`config.mk`:
```
export PLATFORM = sky130hd
export DESIGN_NAME = stream_fifo
export DESIGN_NICKNAME = d
export VERILOG_FILES = /design/src/rtl/sfifo_pkg.sv /design/src/rtl/sfifo_addr_gen.sv /design/src/rtl/sfifo_mem.sv /design/src/rtl/sfifo_pipe.sv /design/src/rtl/stream_fifo.sv
export SDC_FILE = /design/constraint.sdc
export NUM_CORES = 1
export LEC_CHECK = 0
export ABC_AREA = 1
export ABC_CLOCK_PERIOD_IN_PS = 1700
export BUFFER_PORTS_ARGS = -buffer_cell sky130_fd_sc_hd__buf_2
export CELL_PAD_IN_SITES_DETAIL_PLACEMENT = 0
export CELL_PAD_IN_SITES_GLOBAL_PLACEMENT = 2
export CORE_MARGIN = 2
export CORE_UTILIZATION = 28
export DETAILED_ROUTE_END_ITERATION = 8
export GPL_ROUTABILITY_DRIVEN = 1
export HOLD_SLACK_MARGIN = 0.15
export PLACE_DENSITY = 0.73
export SLEW_MARGIN = 20
export SYNTH_ARGS = -nofsm -noshare
export SYNTH_HDL_FRONTEND = slang
export SYNTH_SLANG_ARGS = --single-unit
```
`constraint.sdc`:
```
create_clock -name in_clk -period 1.7 [get_ports in_clk]
set_input_delay 0 -clock in_clk [delete_from_list [all_inputs] [get_ports in_clk]]
set_output_delay 0 -clock in_clk [all_outputs]
set_load 0.1 [all_outputs]
```
`src/rtl/sfifo_pkg.sv`:
```
`timescale 1ns/100ps
package sfifo_pkg;
   // Which handshake side an address generator serves.
   typedef enum logic {SIDE_WR = 1'b0, SIDE_RD = 1'b1} sfifo_side_e;
endpackage

```
`src/rtl/sfifo_addr_gen.sv`:
```
`timescale 1ns/100ps
// One pointer with its status flag; the same module serves both clocking modes.
module sfifo_addr_gen
   import sfifo_pkg::*;
#(
   parameter int          ADDR_W   = 2,
   parameter bit          DUAL_CLK = 1'b0,
   parameter sfifo_side_e SIDE     = SIDE_WR,
   localparam int         PW       = ADDR_W + 1
) (
   input  logic              clk,
   input  logic              rst_n,
   input  logic              inc,
   input  logic [PW-1:0]     peer_ptr,  // Gray in dual-clock mode, binary otherwise
   output logic [PW-1:0]     ptr_out,   // same encoding rule as peer_ptr
   output logic [ADDR_W-1:0] addr,
   output logic              flag       // full on the write side, empty on the read side
);
   localparam logic [PW-1:0] WRAP_BIT = {1'b1, {ADDR_W{1'b0}}};

   function automatic logic [PW-1:0] to_gray(input logic [PW-1:0] b);
      return b ^ (b >> 1);
   endfunction

   function automatic logic [PW-1:0] from_gray(input logic [PW-1:0] g);
      logic [PW-1:0] b;
      for (int i = 0; i < PW; i++) b[i] = ^(g >> i);
      return b;
   endfunction

   logic [PW-1:0] bin_q, bin_nxt, peer_view;

   assign bin_nxt = bin_q + PW'(inc);
   assign addr    = bin_q[ADDR_W-1:0];

   always_ff @(posedge clk or negedge rst_n) begin
      if (!rst_n) bin_q <= '0;
      else        bin_q <= bin_nxt;
   end

   if (DUAL_CLK) begin : g_cdc
      logic [PW-1:0] gray_q, sync1_q, sync2_q;
      always_ff @(posedge clk or negedge rst_n) begin
         if (!rst_n) begin
            gray_q  <= '0;
            sync1_q <= '0;
            sync2_q <= '0;
         end else begin
            gray_q  <= to_gray(bin_nxt);
            sync1_q <= peer_ptr;
            sync2_q <= sync1_q;
         end
      end
      assign ptr_out   = gray_q;
      assign peer_view = from_gray(sync2_q);

      // the crossing pointer moves by at most one Gray bit per edge
      a_r6_gray_one_bit: assert property (@(posedge clk) disable iff (!rst_n)
         $countones(gray_q ^ $past(gray_q)) <= 1);
   end else begin : g_direct
      assign ptr_out   = bin_q;
      assign peer_view = peer_ptr;
   end

   if (SIDE == SIDE_WR) begin : g_wr
      assign flag = (bin_q == (peer_view ^ WRAP_BIT));
      // write pointer never runs more than one depth ahead of the read pointer it sees
      a_r3_no_overflow: assert property (@(posedge clk) disable iff (!rst_n)
         (bin_q - peer_view) <= WRAP_BIT);
   end else begin : g_rd
      assign flag = (bin_q == peer_view);
      // read pointer never passes the write pointer it sees
      a_r3_no_underflow: assert property (@(posedge clk) disable iff (!rst_n)
         (peer_view - bin_q) <= WRAP_BIT);
   end

   // a pointer advances by zero or one per edge
   a_r5_ptr_step: assert property (@(posedge clk) disable iff (!rst_n)
      (bin_q == $past(bin_q)) || (bin_q == $past(bin_q) + PW'(1)));
endmodule

```
`src/rtl/sfifo_mem.sv`:
```
`timescale 1ns/100ps
// Storage array: synchronous write, combinational read.
module sfifo_mem #(
   parameter int  DATA_W = 8,
   parameter int  ADDR_W = 2,
   localparam int DEPTH  = 1 << ADDR_W
) (
   input  logic              wr_clk,
   input  logic              wr_en,
   input  logic [ADDR_W-1:0] wr_addr,
   input  logic [DATA_W-1:0] wr_data,
   input  logic [ADDR_W-1:0] rd_addr,
   output logic [DATA_W-1:0] rd_data
);
   logic [DATA_W-1:0] cells [DEPTH];

   always_ff @(posedge wr_clk) begin
      if (wr_en) cells[wr_addr] <= wr_data;
   end

   assign rd_data = cells[rd_addr];
endmodule

```
`src/rtl/sfifo_pipe.sv`:
```
`timescale 1ns/100ps
// Zero-depth variant: one registered handshake stage.
module sfifo_pipe #(
   parameter int DATA_W = 8
) (
   input  logic              clk,
   input  logic              rst_n,
   input  logic              in_valid,
   output logic              in_ready,
   input  logic [DATA_W-1:0] in_data,
   output logic              out_valid,
   input  logic              out_ready,
   output logic [DATA_W-1:0] out_data
);
   logic              vld_q;
   logic [DATA_W-1:0] dat_q;

   assign in_ready  = !vld_q || out_ready;
   assign out_valid = vld_q;
   assign out_data  = dat_q;

   always_ff @(posedge clk or negedge rst_n) begin
      if (!rst_n) begin
         vld_q <= 1'b0;
         dat_q <= '0;
      end else if (in_ready) begin
         vld_q <= in_valid;
         if (in_valid) dat_q <= in_data;
      end
   end

   // an accepted word is offered right after its edge
   a_r8_pipe_load: assert property (@(posedge clk) disable iff (!rst_n)
      (in_valid && in_ready) |=> (out_valid && out_data == $past(in_data)));
   // a stalled word holds
   a_r9_pipe_hold: assert property (@(posedge clk) disable iff (!rst_n)
      (out_valid && !out_ready) |=> (out_valid && $stable(out_data)));
endmodule

```
`src/rtl/stream_fifo.sv`:
```
`timescale 1ns/100ps
module stream_fifo
   import sfifo_pkg::*;
#(
   parameter int DATA_W   = 8,
   parameter int ADDR_W   = 4,
   parameter bit DUAL_CLK = 1'b0
) (
   input  logic              in_clk,
   input  logic              in_rst_n,
   input  logic              in_valid,
   output logic              in_ready,
   input  logic [DATA_W-1:0] in_data,
   input  logic              out_clk,
   input  logic              out_rst_n,
   output logic              out_valid,
   input  logic              out_ready,
   output logic [DATA_W-1:0] out_data,
   output logic              empty,
   output logic              full
);
   localparam int PW = ADDR_W + 1;

   if (DATA_W < 1) begin : g_bad_width
      $error("stream_fifo: DATA_W must be at least 1");
   end
   if (ADDR_W < 0 || ADDR_W > 10) begin : g_bad_depth
      $error("stream_fifo: ADDR_W must lie in 0..10");
   end
   if (ADDR_W == 0 && DUAL_CLK) begin : g_bad_mode
      $error("stream_fifo: zero address width needs single-clock mode");
   end

   if (ADDR_W == 0) begin : g_pipe
      logic unused_pipe_side;
      assign unused_pipe_side = out_clk ^ out_rst_n;

      sfifo_pipe #(.DATA_W(DATA_W)) u_stage (
         .clk      (in_clk),
         .rst_n    (in_rst_n),
         .in_valid (in_valid),
         .in_ready (in_ready),
         .in_data  (in_data),
         .out_valid(out_valid),
         .out_ready(out_ready),
         .out_data (out_data)
      );
      assign full  = out_valid;
      assign empty = !out_valid;
   end else begin : g_fifo
      logic              rd_clk, rd_rst_n;
      logic              wr_inc, rd_inc, full_w, empty_r;
      logic [PW-1:0]     wr_ptr, rd_ptr;
      logic [ADDR_W-1:0] wr_addr, rd_addr;

      if (DUAL_CLK) begin : g_two_clk
         assign rd_clk   = out_clk;
         assign rd_rst_n = out_rst_n;
      end else begin : g_one_clk
         logic unused_sync_side;
         assign unused_sync_side = out_clk ^ out_rst_n;
         assign rd_clk   = in_clk;
         assign rd_rst_n = in_rst_n;
      end

      assign in_ready  = !full_w;
      assign out_valid = !empty_r;
      assign full      = full_w;
      assign empty     = empty_r;
      assign wr_inc    = in_valid && in_ready;
      assign rd_inc    = out_valid && out_ready;

      sfifo_addr_gen #(.ADDR_W(ADDR_W), .DUAL_CLK(DUAL_CLK), .SIDE(SIDE_WR)) u_wr_gen (
         .clk     (in_clk),
         .rst_n   (in_rst_n),
         .inc     (wr_inc),
         .peer_ptr(rd_ptr),
         .ptr_out (wr_ptr),
         .addr    (wr_addr),
         .flag    (full_w)
      );

      sfifo_addr_gen #(.ADDR_W(ADDR_W), .DUAL_CLK(DUAL_CLK), .SIDE(SIDE_RD)) u_rd_gen (
         .clk     (rd_clk),
         .rst_n   (rd_rst_n),
         .inc     (rd_inc),
         .peer_ptr(wr_ptr),
         .ptr_out (rd_ptr),
         .addr    (rd_addr),
         .flag    (empty_r)
      );

      sfifo_mem #(.DATA_W(DATA_W), .ADDR_W(ADDR_W)) u_mem (
         .wr_clk (in_clk),
         .wr_en  (wr_inc),
         .wr_addr(wr_addr),
         .wr_data(in_data),
         .rd_addr(rd_addr),
         .rd_data(out_data)
      );

      // an offered word that is not taken stays offered and unchanged
      a_r9_out_hold: assert property (@(posedge rd_clk) disable iff (!rd_rst_n)
         (out_valid && !out_ready) |=> (out_valid && $stable(out_data)));
   end
endmodule

```
==> flow_summary.json <==
{
  "p_leak_uw": 0.003725,
  "cp-end-kind": "output pin",
  "ys_seq_area_share_pct": 65.77,
  "place.detailed.hpwl_um": 10180,
  "num_rows": 54,
  "dr.first_iter.drc_count": 274,
  "worstPathCellList": "inv_6, bufbuf_16, nand2_1, nand3_1, nand2_2, nand2_1, nand2_1, inv_2, nand2_2, buf_12",
  "cts_max_path_buffers": 2,
  "cts_max_level": 4,
  "area_growth_pct": 37.33,
  "postRouteAntennaNets": 0,
  "cts_root_buf": "clkbuf_16",
  "dieArea_um2": 23440,
  "min_path_type": "input port to flip-flop",
  "grt_max_degree": 33,
  "num_vias": 4461,
  "num-nets-final": 752,
  "die_y_um": 153.1,
  "io_buffers": 23,
  "routed_wirelength_um": 16350,
  "ir_drop_uv": 1761,
  "drc": 0,
  "post-route-period-util_pct": 115.7,
  "finalSetupViolations": 134,
  "synth_cells": 646,
  "yosysWarnings": 0,
  "ys_seq_elements": 138,
  "critPathLaunchType": "flip-flop",
  "post_drt_via_cell_ratio": 4.339,
  "hold_start": "out_ready",
  "crit_arrival_ns": 1.97,
  "synth.net_count": 664,
  "rsz0062_at_grt": "true",
  "status": "finished with violations",
  "hold_viol": 0,
  "worstPathMaxFanout": 6,
  "relSlewSlack_pct": 70.47,
  "worst_slew_pin_slew_ns": 0.4415,
  "crit_type": "flip-flop to output pin",
  "netlist_area_um2": 6225,
  "p_total_uw": 17070,
  "cts_tree": "built",
  "grt_pass1_wl_um": 25900,
  "crit_family": "buffers and inverters",
  "dp_cells": 957,
  "avgSynthCellArea_um2": 9.636,
  "slowest_delay_ns": 0.49,
  "report.final.slew_viol_count": 0,
  "wl_per_cell_um": 15.91,
  "crit_required_ns": 1.70,
  "core_area_um2": 21820,
  "max_freq_ghz": 0.5085,
  "mostFrequentLayoutCells": "nand2_1, edfxtp_1, inv_1",
  "clock-sinks": 138,
  "cp.buffers_inverters": 4,
  "top_level_ports": 26,
  "fp.dieW_um": 153.1,
  "drtPass1Iterations": 4,
  "clock_skew_ns": 0.007181,
  "startpoint": "g_fifo.u_rd_gen.ptr_out[0]",
  "cap_violations": 0,
  "crit_path_top_delay_cell": "dfrtp_2",
  "crit_top_cell": "nand2_1",
  "instances_no_fill": 1028,
  "crit-reg2reg-launch": "g_fifo.u_rd_gen.ptr_out[0]",
  "start_util_pct": 28.52,
  "layout_commonest_cell": "nand2_1",
  "clkTransAtPathRegs_ns": 0.06,
  "cts_buffers": 17,
  "gp_congestion": 0.7742,
  "antenna_found_initial": 1,
  "violations": "negative setup slack",
  "fin_ws_ns": -0.2665,
  "power.density_nw_per_um2": 1997,
  "grt_pass1_vias": 4623,
  "period_needed_ns": 1.966,
  "clk_latency_ns": 0.42,
  "grt_usage_pct": 14.70,
  "yosysUniqueCellTypes": 18,
  "grt_overflow": 0,
  "final_util_pct": 39.17,
  "drive_gt1_share_pct": 25.84
}
[cell families (layout without fill, tap and decap cells)]
logic type                 count (synthesis)  in the layout  share of synthesized area [%]
and+or+nand+nor                          336            337                          22.19
buffers and inverters                    161            261                          10.25
DFF                                      138            138                          65.77
xor gates and xnor gates                   7              7                         0.9849
adders and majority gates                  4              4                         0.8041
other                                      0              1                              0
[flip-flops by register name, indices dropped and copies added (netlist names)]
name and count:
g_fifo.u_mem.cells 128, g_fifo.u_rd_gen.ptr_out 5, g_fifo.u_wr_gen.ptr_out 5
[Yosys cell counts]
| cell | count | area share (%) |
|---|---|---|
| edfxtp_1 | 128 | 62 |
| nor2_2 | 1 | 0.10 |
| xor2_1 | 5 | 0.70 |
| buf_2 | 18 | 1.4 |
| nand2_1 | 226 | 14 |
| dfrtp_1 | 10 | 4.0 |
| buf_4 | 1 | 0.12 |
| nand3_2 | 1 | 0.16 |
| xnor2_1 | 2 | 0.28 |
| buf_6 | 1 | 0.18 |
| inv_1 | 131 | 7.9 |
| inv_2 | 4 | 0.24 |
| clkbuf_1 | 5 | 0.30 |
| ha_1 | 4 | 0.80 |
| nand3_1 | 83 | 6.7 |
| nand2_4 | 1 | 0.18 |
| clkinv_1 | 1 | 0.060 |
| nor2_1 | 24 | 1.4 |
[path summary, 6_finish.rpt]
path                                              endpoint  slack, ns  cells past startpoint
worst max-delay path                           out_data[4]      -0.27                     10
worst min-delay path            g_fifo.u_rd_gen.ptr_out[0]       0.47                      5
worst max register to register  g_fifo.u_rd_gen.ptr_out[4]      -0.13                     12
worst min register to register  g_fifo.u_rd_gen.ptr_out[4]       0.60                      2
max in group asynchronous       g_fifo.u_rd_gen.ptr_out[0]       0.80                      3
min in group asynchronous       g_fifo.u_wr_gen.ptr_out[0]       0.57                      3
[repair_timing]
action | 4_1_cts | 5_1_grt
pin swaps | 21 | 3
cloned | 7 | 0
gates resized for setup | 114 | 1
endpoints found under the hold margin | 150 | 0
buffers inserted | 17 | 2
hold buffers | 12 | 0
setup endpoints to repair | 145 | 146
[area by class of cell]
type | instances | area [um^2]
flip-flops and latches | 138 | 4098
clock buffers | 17 | 425.4
well taps | 280 | 350.3
inverters | 136 | 523.0
clock inverters | 15 | 100.1
repair buffers | 93 | 1190
diodes | 1 | 2.502
fillers | 2127 | 13280
multi-input cells | 348 | 1859
[where the power goes]
| part | internal, uW | total (uW) | leakage (uW) | switching, uW |
|---|---|---|---|---|
| combinational | 3640 | 9410 | 0.00220 | 5780 |
| clock | 1850 | 3260 | 0.000257 | 1400 |
| sequential | 4180 | 4410 | 0.00127 | 229 |
[worst reg2reg max path, cell delays in order, from the launching register on]
cell and delay (ns):
dfrtp_2 0.49, buf_4 0.17, nand2_1 0.07, nand2_2 0.07, nor2_4 0.11, buf_4 0.13
nand3_4 0.07, nand2_1 0.07, inv_1 0.05, ha_2 0.17, ha_2 0.18, nand2_1 0.08
xnor2_1 0.11
[metal layers]
metal	part of all wire [%]	routed length [um]	vias up	global-route usage [%]
met1	43	7053	2172	17.85
met2	51	8418	78	26.11
met4	1.4	235	0	5.159
met3	3.9	644	14	2.722
li1	-	-	2197	-
met5	0	0	-	0
[stage by stage]
| step | instance area [um^2] | setup slack (ns) | setup TNS (ns) | hold slack (ns) |
|---|---|---|---|---|
| 4_1_cts | 8514 | -0.2655 | -6.833 | 0.4553 |
| 6_report | 8548 | -0.2665 | -6.605 | 0.4691 |
| 3_3_place_gp | 7032 | -0.3630 | -31.44 | -0.1280 |
| 2_1_floorplan | 6335 | -0.3334 | -33.87 | -0.2956 |
| 5_1_grt | 8548 | -0.3664 | -17.93 | 0.5069 |
| 3_5_place_dp | 7032 | -0.3737 | -34.70 | -0.1254 |
Power figures use the tool's default switching activity.
